[src/rtl/stk_pkg.sv]
package stk_pkg;
  typedef enum logic [2:0] {
    FN_LDC = 3'd0,
    FN_LDL = 3'd1,
    FN_STL = 3'd2,
    FN_ADD = 3'd3,
    FN_SUB = 3'd4,
    FN_SWP = 3'd5
  } fn_e;
endpackage

[src/rtl/stk_regs.sv]
module stk_regs #(
  parameter int DATA_W = 32
) (
  input  logic              clk,
  input  logic              rst_n,
  input  logic              do_push,
  input  logic              do_pop,
  input  logic              do_fold,
  input  logic [DATA_W-1:0] push_val,
  input  logic [DATA_W-1:0] fold_val,
  output logic [DATA_W-1:0] a_q,
  output logic [DATA_W-1:0] b_q,
  output logic [DATA_W-1:0] c_q
);
  always_ff @(posedge clk) begin
    if (!rst_n) begin
      a_q <= '0;
      b_q <= '0;
      c_q <= '0;
    end else if (do_push) begin
      c_q <= b_q;
      b_q <= a_q;
      a_q <= push_val;
    end else if (do_pop) begin
      a_q <= b_q;
      b_q <= c_q;
    end else if (do_fold) begin
      a_q <= fold_val;
      b_q <= c_q;
    end
  end
endmodule

[src/rtl/stk_alu.sv]
module stk_alu #(
  parameter int DATA_W = 32
) (
  input  logic              sub,
  input  logic [DATA_W-1:0] top,
  input  logic [DATA_W-1:0] second,
  output logic [DATA_W-1:0] result
);
  always_comb result = sub ? (second - top) : (second + top);
endmodule

[src/rtl/stk_addr.sv]
module stk_addr #(
  parameter int ADDR_W = 10
) (
  input  logic [ADDR_W-1:0] base,
  input  logic [ADDR_W-3:0] word_off,
  output logic [ADDR_W-1:0] byte_addr
);
  always_comb byte_addr = base + {word_off, 2'b00};
endmodule

[src/rtl/stk_core.sv]
module stk_core #(
  parameter int DATA_W  = 32,
  parameter int ADDR_W  = 10,
  parameter int WP_INIT = 0
) (
  input  logic              clk,
  input  logic              rst_n,
  input  logic              ins_valid,
  output logic              ins_ready,
  input  logic [2:0]        ins_fn,
  input  logic [DATA_W-1:0] ins_operand,
  output logic              mem_rd_en,
  output logic              mem_wr_en,
  output logic [ADDR_W-1:0] mem_addr,
  output logic [DATA_W-1:0] mem_wr_data,
  input  logic [DATA_W-1:0] mem_rd_data,
  output logic [DATA_W-1:0] stk_a,
  output logic [DATA_W-1:0] stk_b,
  output logic [DATA_W-1:0] stk_c,
  output logic [ADDR_W-1:0] wptr
);
  import stk_pkg::*;

  localparam logic [ADDR_W-1:0] WP_RST = ADDR_W'(WP_INIT) & ~ADDR_W'(3);

  logic              wait_q;
  logic              take;
  logic              is_ldc, is_ldl, is_stl, is_add, is_sub, is_swp;
  logic              do_push, do_pop, do_fold;
  logic [DATA_W-1:0] push_val, alu_res;
  logic [ADDR_W-1:0] wp_q;

  assign ins_ready = !wait_q;
  assign take      = ins_valid && ins_ready;

  always_comb begin
    is_ldc = take && (ins_fn == FN_LDC);
    is_ldl = take && (ins_fn == FN_LDL);
    is_stl = take && (ins_fn == FN_STL);
    is_add = take && (ins_fn == FN_ADD);
    is_sub = take && (ins_fn == FN_SUB);
    is_swp = take && (ins_fn == FN_SWP);
  end

  assign do_push  = is_ldc || wait_q;
  assign do_pop   = is_stl || is_swp;
  assign do_fold  = is_add || is_sub;
  assign push_val = wait_q ? mem_rd_data : ins_operand;

  always_ff @(posedge clk) begin
    if (!rst_n) wait_q <= 1'b0;
    else        wait_q <= is_ldl;
  end

  always_ff @(posedge clk) begin
    if (!rst_n)      wp_q <= WP_RST;
    else if (is_swp) wp_q <= {stk_a[ADDR_W-1:2], 2'b00};
  end

  stk_regs #(.DATA_W(DATA_W)) u_regs (
    .clk      (clk),
    .rst_n    (rst_n),
    .do_push  (do_push),
    .do_pop   (do_pop),
    .do_fold  (do_fold),
    .push_val (push_val),
    .fold_val (alu_res),
    .a_q      (stk_a),
    .b_q      (stk_b),
    .c_q      (stk_c)
  );

  stk_alu #(.DATA_W(DATA_W)) u_alu (
    .sub    (is_sub),
    .top    (stk_a),
    .second (stk_b),
    .result (alu_res)
  );

  stk_addr #(.ADDR_W(ADDR_W)) u_addr (
    .base      (wp_q),
    .word_off  (ins_operand[ADDR_W-3:0]),
    .byte_addr (mem_addr)
  );

  assign mem_rd_en   = is_ldl;
  assign mem_wr_en   = is_stl;
  assign mem_wr_data = stk_a;
  assign wptr        = wp_q;
endmodule

[config.mk]
export PLATFORM = sky130hd
export DESIGN_NAME = stk_core
export DESIGN_NICKNAME = d
export VERILOG_FILES = /design/src/rtl/stk_pkg.sv /design/src/rtl/stk_regs.sv /design/src/rtl/stk_alu.sv /design/src/rtl/stk_addr.sv /design/src/rtl/stk_core.sv
export SDC_FILE = /design/constraint.sdc
export NUM_CORES = 1
export LEC_CHECK = 0
export ABC_CLOCK_PERIOD_IN_PS = 7400
export BUFFER_PORTS_ARGS = -buffer_cell sky130_fd_sc_hd__buf_2
export CORE_ASPECT_RATIO = 0.6
export CORE_MARGIN = 1.5
export CORE_UTILIZATION = 40
export CTS_CLUSTER_SIZE = 10
export DETAILED_ROUTE_END_ITERATION = 6
export GPL_TIMING_DRIVEN = 0
export PLACE_DENSITY = 0.67
export SYNTH_ARGS = -nofsm -noshare
export SYNTH_HDL_FRONTEND = slang
export SYNTH_SLANG_ARGS = --single-unit
[constraint.sdc]
create_clock -name clk -period 7.4 [get_ports clk]
set_input_delay 0.74 -clock clk [delete_from_list [all_inputs] [get_ports clk]]
set_output_delay 0.74 -clock clk [all_outputs]
set_load 0.005 [all_outputs]
==> flow_summary.json <==
{
  "ant_nets": 0,
  "p_leak_nw": 4.32,
  "reg2regPathDepth": 15,
  "setup_viol": 0,
  "min-delay-start": "u_regs.c_q[25]",
  "worstSetupPathType": "reg2reg",
  "reg2reg_setup_slack_ps": 2140,
  "layout_commonest_cell": "buf_2",
  "seq_area_frac_synth_pct": 27.8,
  "fin_nets": 1327,
  "finalCritPeriodShare_pct": 71.0,
  "power.density_nw_per_um2": 279,
  "io_pins": 221,
  "viasPerCell": 5.80,
  "synth_edf_count": 0,
  "grt_max_degree": 19,
  "arrival_ps": 5510,
  "ys_types": 66,
  "grt_usage_pct": 31.8,
  "skew_ps": 9.64,
  "drv_slew": 0,
  "slowest_delay_ps": 980,
  "first_pass_iters": 7,
  "post_cts.repair.setup_buffers": 0,
  "rr_endpoint": "u_regs.a_q[30]",
  "grt_setup_unrepaired": "false",
  "hold_path_end": "u_regs.c_q[25]",
  "crit_buf_inv": 3,
  "htreeDepth": 3,
  "hold_path_depth": 2,
  "syn_inst": 987,
  "ir_drop_mv": 0.137,
  "rows": 38,
  "clkSinkCount": 105,
  "vias": 8474,
  "endpoint_kind": "register",
  "clock_tree.root_cell": "clkbuf_16",
  "dieHeight_um": 110,
  "multi_input_area_um2": 4870,
  "drc": 6,
  "layout-drive-gt1-share_pct": 23.3,
  "cp-start-kind": "register",
  "cts_buffer_depth": 2,
  "cts_hold_buffers": 0,
  "grt_pass1_wl_um": 46400,
  "dp_hpwl_um": 23900,
  "critPathMaxFanout": 10,
  "post-route-min-period_ps": 5260,
  "max_clock_freq_ghz": 0.190,
  "post_drt_wl_per_cell_um": 21.8,
  "hold_ws_ps": 470,
  "synth_largest_area_cell": "dfxtp_1",
  "drt_iter0_drc": 995,
  "die_w_um": 181,
  "slew_headroom_pct": 13.5,
  "clock_latency_ps": 370,
  "numCtsBuffers": 9,
  "fin_tns_setup_ps": 0,
  "synth_area_um2": 7570,
  "path_clk_slew_ps": 80,
  "hold_viol": 0,
  "worst_path_max_delay_cell": "a211oi_1",
  "yosys-top-cells-area": "dfxtp_1 (28%), nand2_1 (7.9%), mux2i_1 (6.9%)",
  "status": "finished with violations",
  "ys_seq_elements": 105,
  "antenna_found_initial": 0,
  "start_util_pct": 41.4,
  "synth_warnings": 0,
  "cp.required_ps": 7660,
  "cp_cell_sequence": "buf_2, nor2b_1, clkbuf_1, nand3_1, clkbuf_1, mux2i_1, fa_1, a211oi_2, o21ai_1, o2111a_1, o21ai_0, a211oi_1, a211oi_1, mux2i_1, a21oi_1",
  "drv_cap": 0,
  "nFillCells": 1831,
  "async_reset_ff_share_pct": 0,
  "grt-ovfl-total": 0,
  "syn2layout_area_growth_pct": 22.7,
  "synth_top_area_share_pct": 27.8,
  "failed_checks": "DRC",
  "layout_common_cells": "buf_2 (217), nand2_1 (160), dfxtp_1 (105)",
  "cts.repair.resized": 0,
  "die_area_um2": 19800,
  "wl_um": 31900,
  "tightest_slew_ps": 1300,
  "gp_congestion": 0.987,
  "core-area_um2": 18300,
  "postSynthAreaPerCell_um2": 7.67,
  "port_buffers": 215,
  "tritoncts": "done",
  "critPathTopFamily": "compound AO/OA/AOI/OAI gates",
  "seqCellArea_um2": 2100,
  "grt_pass1_vias": 7292,
  "synth_flop_cell": "dfxtp_1",
  "diodes": 0,
  "hold_path_class": "reg2reg",
  "r2r-start": "wait_q"
}
through the flow:
| stage | instance area (um2) | util [%] | worst slack, ps | instances | total power [mW] |
|---|---|---|---|---|---|
| final | 9290 | 50.8 | 2140 | 1461 | 2.59 |
| after global routing | 9290 | 50.8 | 1940 | 1461 | 2.75 |
| after CTS | 9290 | 50.8 | 2320 | 1461 | 2.56 |
| after detailed placement | 8960 | 48.9 | 1970 | 1445 | 1.99 |
| after global placement | 8960 | 48.9 | 2010 | 1445 | 1.99 |
| after floorplan | 7580 | - | 3300 | 990 | 1.62 |
worst register-to-register path: stages, from the launching register on:
cell	delay, ps
dfxtp_1	310
buf_2	280
nor2b_1	80
clkbuf_1	190
nand3_1	470
clkbuf_1	630
mux2i_1	360
fa_1	300
a211oi_2	100
o21ai_1	440
o2111a_1	250
o21ai_0	210
a211oi_1	980
a211oi_1	240
mux2i_1	230
a21oi_1	80
state kept, by name (all words and copies together) (netlist names):
name,count
u_regs.a_q,32
wptr,8
u_regs.c_q,32
wait_q,1
u_regs.b_q,32
where the power goes:
group / leakage [nW] / internal (mW) / total (mW) / switching [mW]
registers: 0.851 / 0.606 / 0.685 / 0.0793
logic: 3.30 / 0.542 / 1.34 / 0.796
clock network: 0.164 / 0.312 / 0.571 / 0.259
total: 4.32 / 1.46 / 2.59 / 1.13
cells by family (layout without fill, tap and decap cells):
family | Yosys count | in the layout | share of synthesized area [%]
other cells | 1 | 4 | 0.0495
buf+inv | 123 | 354 | 8.02
simple gates | 327 | 327 | 19.0
xor+xnor | 56 | 56 | 6.58
mux | 52 | 52 | 6.87
compound gates | 282 | 282 | 24.7
flops | 105 | 105 | 27.8
fa+ha+maj | 41 | 41 | 6.97
area by class of cell:
type / count / area share, %
repair buffers: 215 / 11.6
inverters: 20 / 0.808
plain buffers: 103 / 5.72
clock inverters: 6 / 1.02
well taps: 240 / 3.23
flip-flops and latches: 105 / 22.6
multi-input cells: 762 / 52.4
clock buffers: 10 / 2.57
synth_stat cells (8+ instances only):
cell,n
a22oi_1,12
nand3_1,11
a21o_1,9
a31oi_1,13
a21oi_1,95
clkbuf_1,61
dfxtp_1,105
a211oi_1,32
nor2_1,87
a221oi_1,8
inv_1,20
xnor2_1,26
and2_1,8
mux2i_1,52
a222oi_1,16
ha_1,39
xor2_1,29
buf_4,36
nand2_1,160
nor3_1,18
nand4_1,8
o21ai_0,35
worst max path at each step:
stage / startpoint / endpoint / slack [ps] / depth (start not counted)
3_5_place_dp: ins_valid / u_regs.a_q[30] / 1970 / 17
6_report: wait_q / u_regs.a_q[30] / 2140 / 15
3_3_place_gp: ins_valid / u_regs.a_q[30] / 2010 / 17
4_1_cts: u_regs.a_q[2] / u_regs.a_q[27] / 2320 / 15
5_1_grt: u_regs.a_q[2] / u_regs.a_q[27] / 1940 / 15
2_1_floorplan: ins_valid / u_regs.a_q[24] / 3300 / 16
layer usage:
layer	global-route usage [%]	routed length, um	up-vias
met3	8.74	3760	38
met2	44.8	12500	500
li1	-	-	3991
met5	0	0	-
met4	5.16	415	0
met1	48.0	15200	3945
Note: power is estimated with default switching activity, not from simulation.
